$ cat src/rtl/xbt_pkg.sv
package xbt_pkg;

  localparam int STEP_W = 2;

  // Move-tally step for one beat: bus width in bytes, less the chain byte
  // that rides the first beat of a chained wide send.
  function automatic logic [STEP_W-1:0] move_step(input logic wide, input logic chain_first);
    logic [STEP_W-1:0] s;
    if (!wide)            s = 2'd1;
    else if (chain_first) s = 2'd1;
    else                  s = 2'd2;
    return s;
  endfunction

  // Running-total step: valid lanes that exist at this bus width.
  function automatic logic [STEP_W-1:0] lane_bytes(input logic wide, input logic [1:0] lanes);
    logic [STEP_W-1:0] n;
    if (wide) n = {1'b0, lanes[0]} + {1'b0, lanes[1]};
    else      n = {1'b0, lanes[0]};
    return n;
  endfunction

endpackage

$ cat src/rtl/xbt_accum.sv
module xbt_accum #(
  parameter int W     = 24,
  parameter int INC_W = 2
) (
  input  logic             clk,
  input  logic             rst_n,
  input  logic             clr,
  input  logic             ld,
  input  logic [W-1:0]     ld_val,
  input  logic             inc_en,
  input  logic [INC_W-1:0] inc,
  output logic [W-1:0]     q
);
  localparam int PAD = W - INC_W;

  logic [W-1:0] inc_ext;
  assign inc_ext = {{PAD{1'b0}}, inc};

  // Priority: clear, then load, then increment (wraps modulo 2^W).
  always_ff @(posedge clk or negedge rst_n) begin
    if (!rst_n)      q <= '0;
    else if (clr)    q <= '0;
    else if (ld)     q <= ld_val;
    else if (inc_en) q <= q + inc_ext;
  end
endmodule

$ cat src/rtl/xbt_move_ctl.sv
module xbt_move_ctl (
  input  logic clk,
  input  logic rst_n,
  input  logic mv_start,
  input  logic mv_end,
  input  logic wide_mode,
  input  logic dir_send,
  input  logic chain_pend,
  input  logic beat_vld,
  output logic beat_take,
  output logic wide_q,
  output logic chain_first
);
  logic active_q;
  logic chain_q;

  always_ff @(posedge clk or negedge rst_n) begin
    if (!rst_n) begin
      active_q <= 1'b0;
      wide_q   <= 1'b0;
      chain_q  <= 1'b0;
    end else if (mv_start) begin
      active_q <= 1'b1;
      wide_q   <= wide_mode;
      chain_q  <= chain_pend & wide_mode & dir_send;
    end else begin
      if (mv_end)    active_q <= 1'b0;
      if (beat_take) chain_q  <= 1'b0;
    end
  end

  assign beat_take   = active_q & beat_vld & ~mv_start;
  assign chain_first = beat_take & chain_q;
endmodule

$ cat src/rtl/xbt_step.sv
module xbt_step
  import xbt_pkg::*;
(
  input  logic              wide_q,
  input  logic              chain_first,
  input  logic [1:0]        beat_lanes,
  output logic [STEP_W-1:0] move_inc,
  output logic [STEP_W-1:0] total_inc
);
  always_comb begin
    move_inc  = move_step(wide_q, chain_first);
    total_inc = lane_bytes(wide_q, beat_lanes);
  end
endmodule

$ cat src/rtl/xfer_byte_tally.sv
module xfer_byte_tally
  import xbt_pkg::*;
#(
  parameter int MOVE_W = 24,
  parameter int TOT_W  = 32
) (
  input  logic              clk,
  input  logic              rst_n,
  input  logic              mv_start,
  input  logic              mv_end,
  input  logic              wide_mode,
  input  logic              dir_send,
  input  logic              chain_pend,
  input  logic              beat_vld,
  input  logic [1:0]        beat_lanes,
  input  logic              ld_en,
  input  logic [TOT_W-1:0]  ld_data,
  output logic [MOVE_W-1:0] move_cnt,
  output logic [TOT_W-1:0]  total_cnt
);
  // Named internal events, visible to the bound checker.
  logic              beat_take;
  logic              wide_q;
  logic              chain_first;
  logic [STEP_W-1:0] move_inc;
  logic [STEP_W-1:0] total_inc;

  xbt_move_ctl u_ctl (
    .clk        (clk),
    .rst_n      (rst_n),
    .mv_start   (mv_start),
    .mv_end     (mv_end),
    .wide_mode  (wide_mode),
    .dir_send   (dir_send),
    .chain_pend (chain_pend),
    .beat_vld   (beat_vld),
    .beat_take  (beat_take),
    .wide_q     (wide_q),
    .chain_first(chain_first)
  );

  xbt_step u_step (
    .wide_q     (wide_q),
    .chain_first(chain_first),
    .beat_lanes (beat_lanes),
    .move_inc   (move_inc),
    .total_inc  (total_inc)
  );

  xbt_accum #(.W(MOVE_W), .INC_W(STEP_W)) u_move (
    .clk   (clk),
    .rst_n (rst_n),
    .clr   (mv_start),
    .ld    (1'b0),
    .ld_val({MOVE_W{1'b0}}),
    .inc_en(beat_take),
    .inc   (move_inc),
    .q     (move_cnt)
  );

  xbt_accum #(.W(TOT_W), .INC_W(STEP_W)) u_total (
    .clk   (clk),
    .rst_n (rst_n),
    .clr   (1'b0),
    .ld    (ld_en),
    .ld_val(ld_data),
    .inc_en(beat_take),
    .inc   (total_inc),
    .q     (total_cnt)
  );
endmodule

$ cat config.mk
export PLATFORM = sky130hd
export DESIGN_NAME = xfer_byte_tally
export DESIGN_NICKNAME = d
export VERILOG_FILES = /design/src/rtl/xbt_pkg.sv /design/src/rtl/xbt_accum.sv /design/src/rtl/xbt_move_ctl.sv /design/src/rtl/xbt_step.sv /design/src/rtl/xfer_byte_tally.sv
export SDC_FILE = /design/constraint.sdc
export NUM_CORES = 1
export LEC_CHECK = 0
export BUFFER_PORTS_ARGS = -buffer_cell sky130_fd_sc_hd__clkbuf_2
export CAP_MARGIN = 40
export CORE_MARGIN = 4
export CORE_UTILIZATION = 52
export CTS_BUF_LIST = sky130_fd_sc_hd__clkbuf_8 sky130_fd_sc_hd__clkbuf_16
export DETAILED_ROUTE_END_ITERATION = 8
export GPL_ROUTABILITY_DRIVEN = 0
export PLACE_DENSITY = 0.86
export SETUP_SLACK_MARGIN = 0.3
export SLEW_MARGIN = 5
export SYNTH_ARGS = -nofsm -noshare
export SYNTH_HDL_FRONTEND = slang
export SYNTH_SLANG_ARGS = --single-unit
$ cat constraint.sdc
create_clock -name clk -period 3.8 [get_ports clk]
set_input_delay 0.19 -clock clk [delete_from_list [all_inputs] [get_ports clk]]
set_output_delay 0.19 -clock clk [all_outputs]
set_load 0.05 [all_outputs]
==> results.txt <==
outcome: complete, no violations
Avg Synthesized Cell Area: 9.04 sq um
vias in the first global route: 3115
H-tree levels: 3
Slew headroom: 0.564
synth warn: 0
data arrival time of the worst path: 3.19 ns
PwrDens: 374 mW/mm^2
PostCTS Resize Cnt: 0
Tcrit/Tclk final: 0.771
Row Count: 29
XOR/XNOR Fraction of Synth Area: 0.0438
DR vias: 3250
clk buf depth: 2
total iterations of the first detailed-routing run: 4
first-pass GRT wire length: 14000 microns
Clock Skews: 0.00457 ns
fin crit period: 2.93 ns
post-synthesis compound-gate area fraction: 0.152
Logic pwr share: 0.207
total CTS buffers: 9
Post-synth top flop: dfrtp_1
PortBufs: 98
Setup Crit Path Kind: reg2reg
register bit total from synthesis: 59
Syn-to-layout area delta: 20.8%
most frequent CP cell: nand2_1
number of standard cells after synthesis: 376
Worst Max-Slew Pin Slew: 0.654 ns
Yosys top cell area share: 0.434
MaxCap Viol Count: 0
post-synthesis adder-cell area fraction: 0.0302
Initial Util: 0.536
Area after DPL: 0.00393 sq mm
Pleak: 1.80 nW
GRT Total Usage: 0.226
syn nets: 426
fin. max-slew vios: 0
fillers: 524
initial antenna violation count: 0
Vert. Die Dim: 88.9 microns
final core utilization: 0.647
crit start category: register
Synth area leader: dfrtp_1
share of cells above drive strength 1: 0.275
RSZ-0062 raised after global routing: no
routed length per instance: 15.8 microns
critical path endpoint category: register
vias per inst: 5.95
clock tree sinks: 59
Die Wd: 88.9 microns
Max VDD drop: 0.245 mV
ant diodes: 0
Final Hold Fails: 0
Clock Power Share: 0.328
Mapped Area: 0.00340 sq mm
crit-path max cell delay: 0.65 ns
Highest Clock Rate: 342 MHz
main combinational cell family by area after synthesis: simple AND/OR/NAND/NOR gates
Post-synth EDFFs: 0
Setup TNS: 0 ns
Overflow after GRT: 0
die area: 0.00790 sq mm
CTS tree: built
Final Setup Violations: 0
asr flop ratio synth: 1.00
Worst Path Max Fanout: 10
CP required: 4.06 ns
post-route ant nets: 0
ranking of synthesized cells by area: dfrtp_1, or4_1, nand2_1
switching portion of total power: 0.338
Reg power frac: 0.465
largest net degree at the start of global routing: 36
NetSw: 0.520 mW
Skew-Pair Late Insertion Delay: 0.34 ns
CP max-delay cell: or4_1
final WL: 8610 microns
Int Pwr: 1.02 mW
Post-Synth Simple-Gate Area: 0.286
mux share of post-synthesis cell area: 0.0129
final net count: 516
Iteration-0 DRC Markers: 191
part of the Yosys area used for sequential elements: 0.434
clk root buf: clkbuf_8
Distinct cells, synth: 46
post-DP HPWL: 6300 microns
DRC viols: 0
Hold Crit Class: in2reg
Worst-path clk slew: 0.06 ns
cells along the critical path: and3b_1, nand2_1, nand2_1, ha_1, fa_1, nand3_4, or4_1, or4b_1, a21oi_1
core area: 0.00635 sq mm
design area: 0.00411 sq mm
Ports: 99
## placed cells by master (no fill, tap or decap), types with 3 or more instances in the layout
cell      netlist  final
or3_2           3      3
ha_1            5      5
or4_1          25     25
xor2_1          6      6
o31ai_1        21     21
nand2_1        42     42
and4_1          6      6
inv_1           9      9
a21o_1          3      3
dfrtp_1        59     59
or3_1           3      3
nor3_1          3      3
a21oi_1        19     19
mux2_2          3      3
clkbuf_2        0     98
o21ai_0        20     20
nand4_1        11     11
o211ai_1        3      3
clkinv_2        0      3
xnor2_1        11     11
a31oi_1        15     15
and3_1          4      4
clkbuf_8        0     11
nor4_1          6      6
nor2_1         27     27
nand3_1        25     25
## path summary, 6_finish.rpt
check / startpoint / endpoint / slack, ns / depth (start not counted)
max: u_ctl.active_q / u_move.q[22] / 0.87 / 9
min: ld_data[0] / u_total.q[0] / 0.06 / 3
max reg2reg: u_ctl.active_q / u_move.q[22] / 0.87 / 9
min reg2reg: u_ctl.chain_q / u_ctl.chain_q / 0.57 / 2
max in group asynchronous: rst_n / u_move.q[2] / 2.48 / 3
min in group asynchronous: rst_n / u_move.q[13] / 0.40 / 2
## timing repair
item	4_1_cts	5_1_grt
setup buffers	0	0
hold buffers	1	0
endpoints found under the hold margin	24	0
## registers in the layout (all words and copies together), names as in the netlist
| register | cells |
|---|---|
| u_ctl.active_q | 1 |
| u_ctl.chain_q | 1 |
| u_ctl.wide_q | 1 |
| u_move.q | 24 |
| u_total.q | 32 |
## layer usage
layer,global-route usage,share of wire
met5,0,0
met4,0.132,0.026
met3,0.0382,0.055
met2,0.365,0.50
met1,0.286,0.42
## synthesized netlist by cell type (all sizes together) (6+ instances only)
master	count
nand3	26
o21ai	20
clkbuf	18
dfrtp	59
xnor2	11
a21oi	19
o31ai	21
or3	7
nor2	27
xor2	6
a31oi	15
nand4	12
nand2	42
nor4	6
inv	9
or4	25
and4	7
## worst max-delay path, delay by kind of cell, from the launching register on
kind,cells,cell delay [ns]
DFF,1,0.53
adders and majority gates,2,0.41
and+or+nand+nor,6,1.76
AOI/OAI and AO/OA,1,0.16
## power by group through the flow
stage | clock network, mW | registers (mW) | logic, mW
floorplan | 0 | 0.831 | 0.105
global placement | 0 | 0.722 | 0.307
detailed placement | 0 | 0.724 | 0.319
CTS | 0.515 | 0.713 | 0.321
global route | 0.540 | 0.721 | 0.344
finish | 0.505 | 0.714 | 0.318
## cells by family (layout without fill, tap and decap cells)
logic type | after synthesis | after routing
simple gates | 172 | 172
compound gates | 84 | 84
flops | 59 | 59
buf+inv | 33 | 126
xor+xnor | 17 | 17
fa+ha+maj | 7 | 7
mux | 4 | 4
## stage by stage
step	power (mW)	hold slack [ns]	instances	worst slack, ns
after global routing	1.60	0.0644	546	0.701
after detailed placement	1.04	0.249	531	0.881
final	1.54	0.0622	546	0.872
after global placement	1.03	0.248	530	0.937
after CTS	1.55	0.0447	546	0.878
after floorplan	0.937	-0.106	376	0.951
## final cells by class
class	count	area, sq um	share of cell area
clock buffers	11	151	0.0369
multi-input cells	284	1790	0.435
flip-flops and latches	59	1480	0.360
clock inverters	3	15.0	0.00366
repair buffers	102	543	0.132
inverters	10	37.5	0.00914
well taps	77	96.3	0.0235
(Power assumes the default switching activity.)
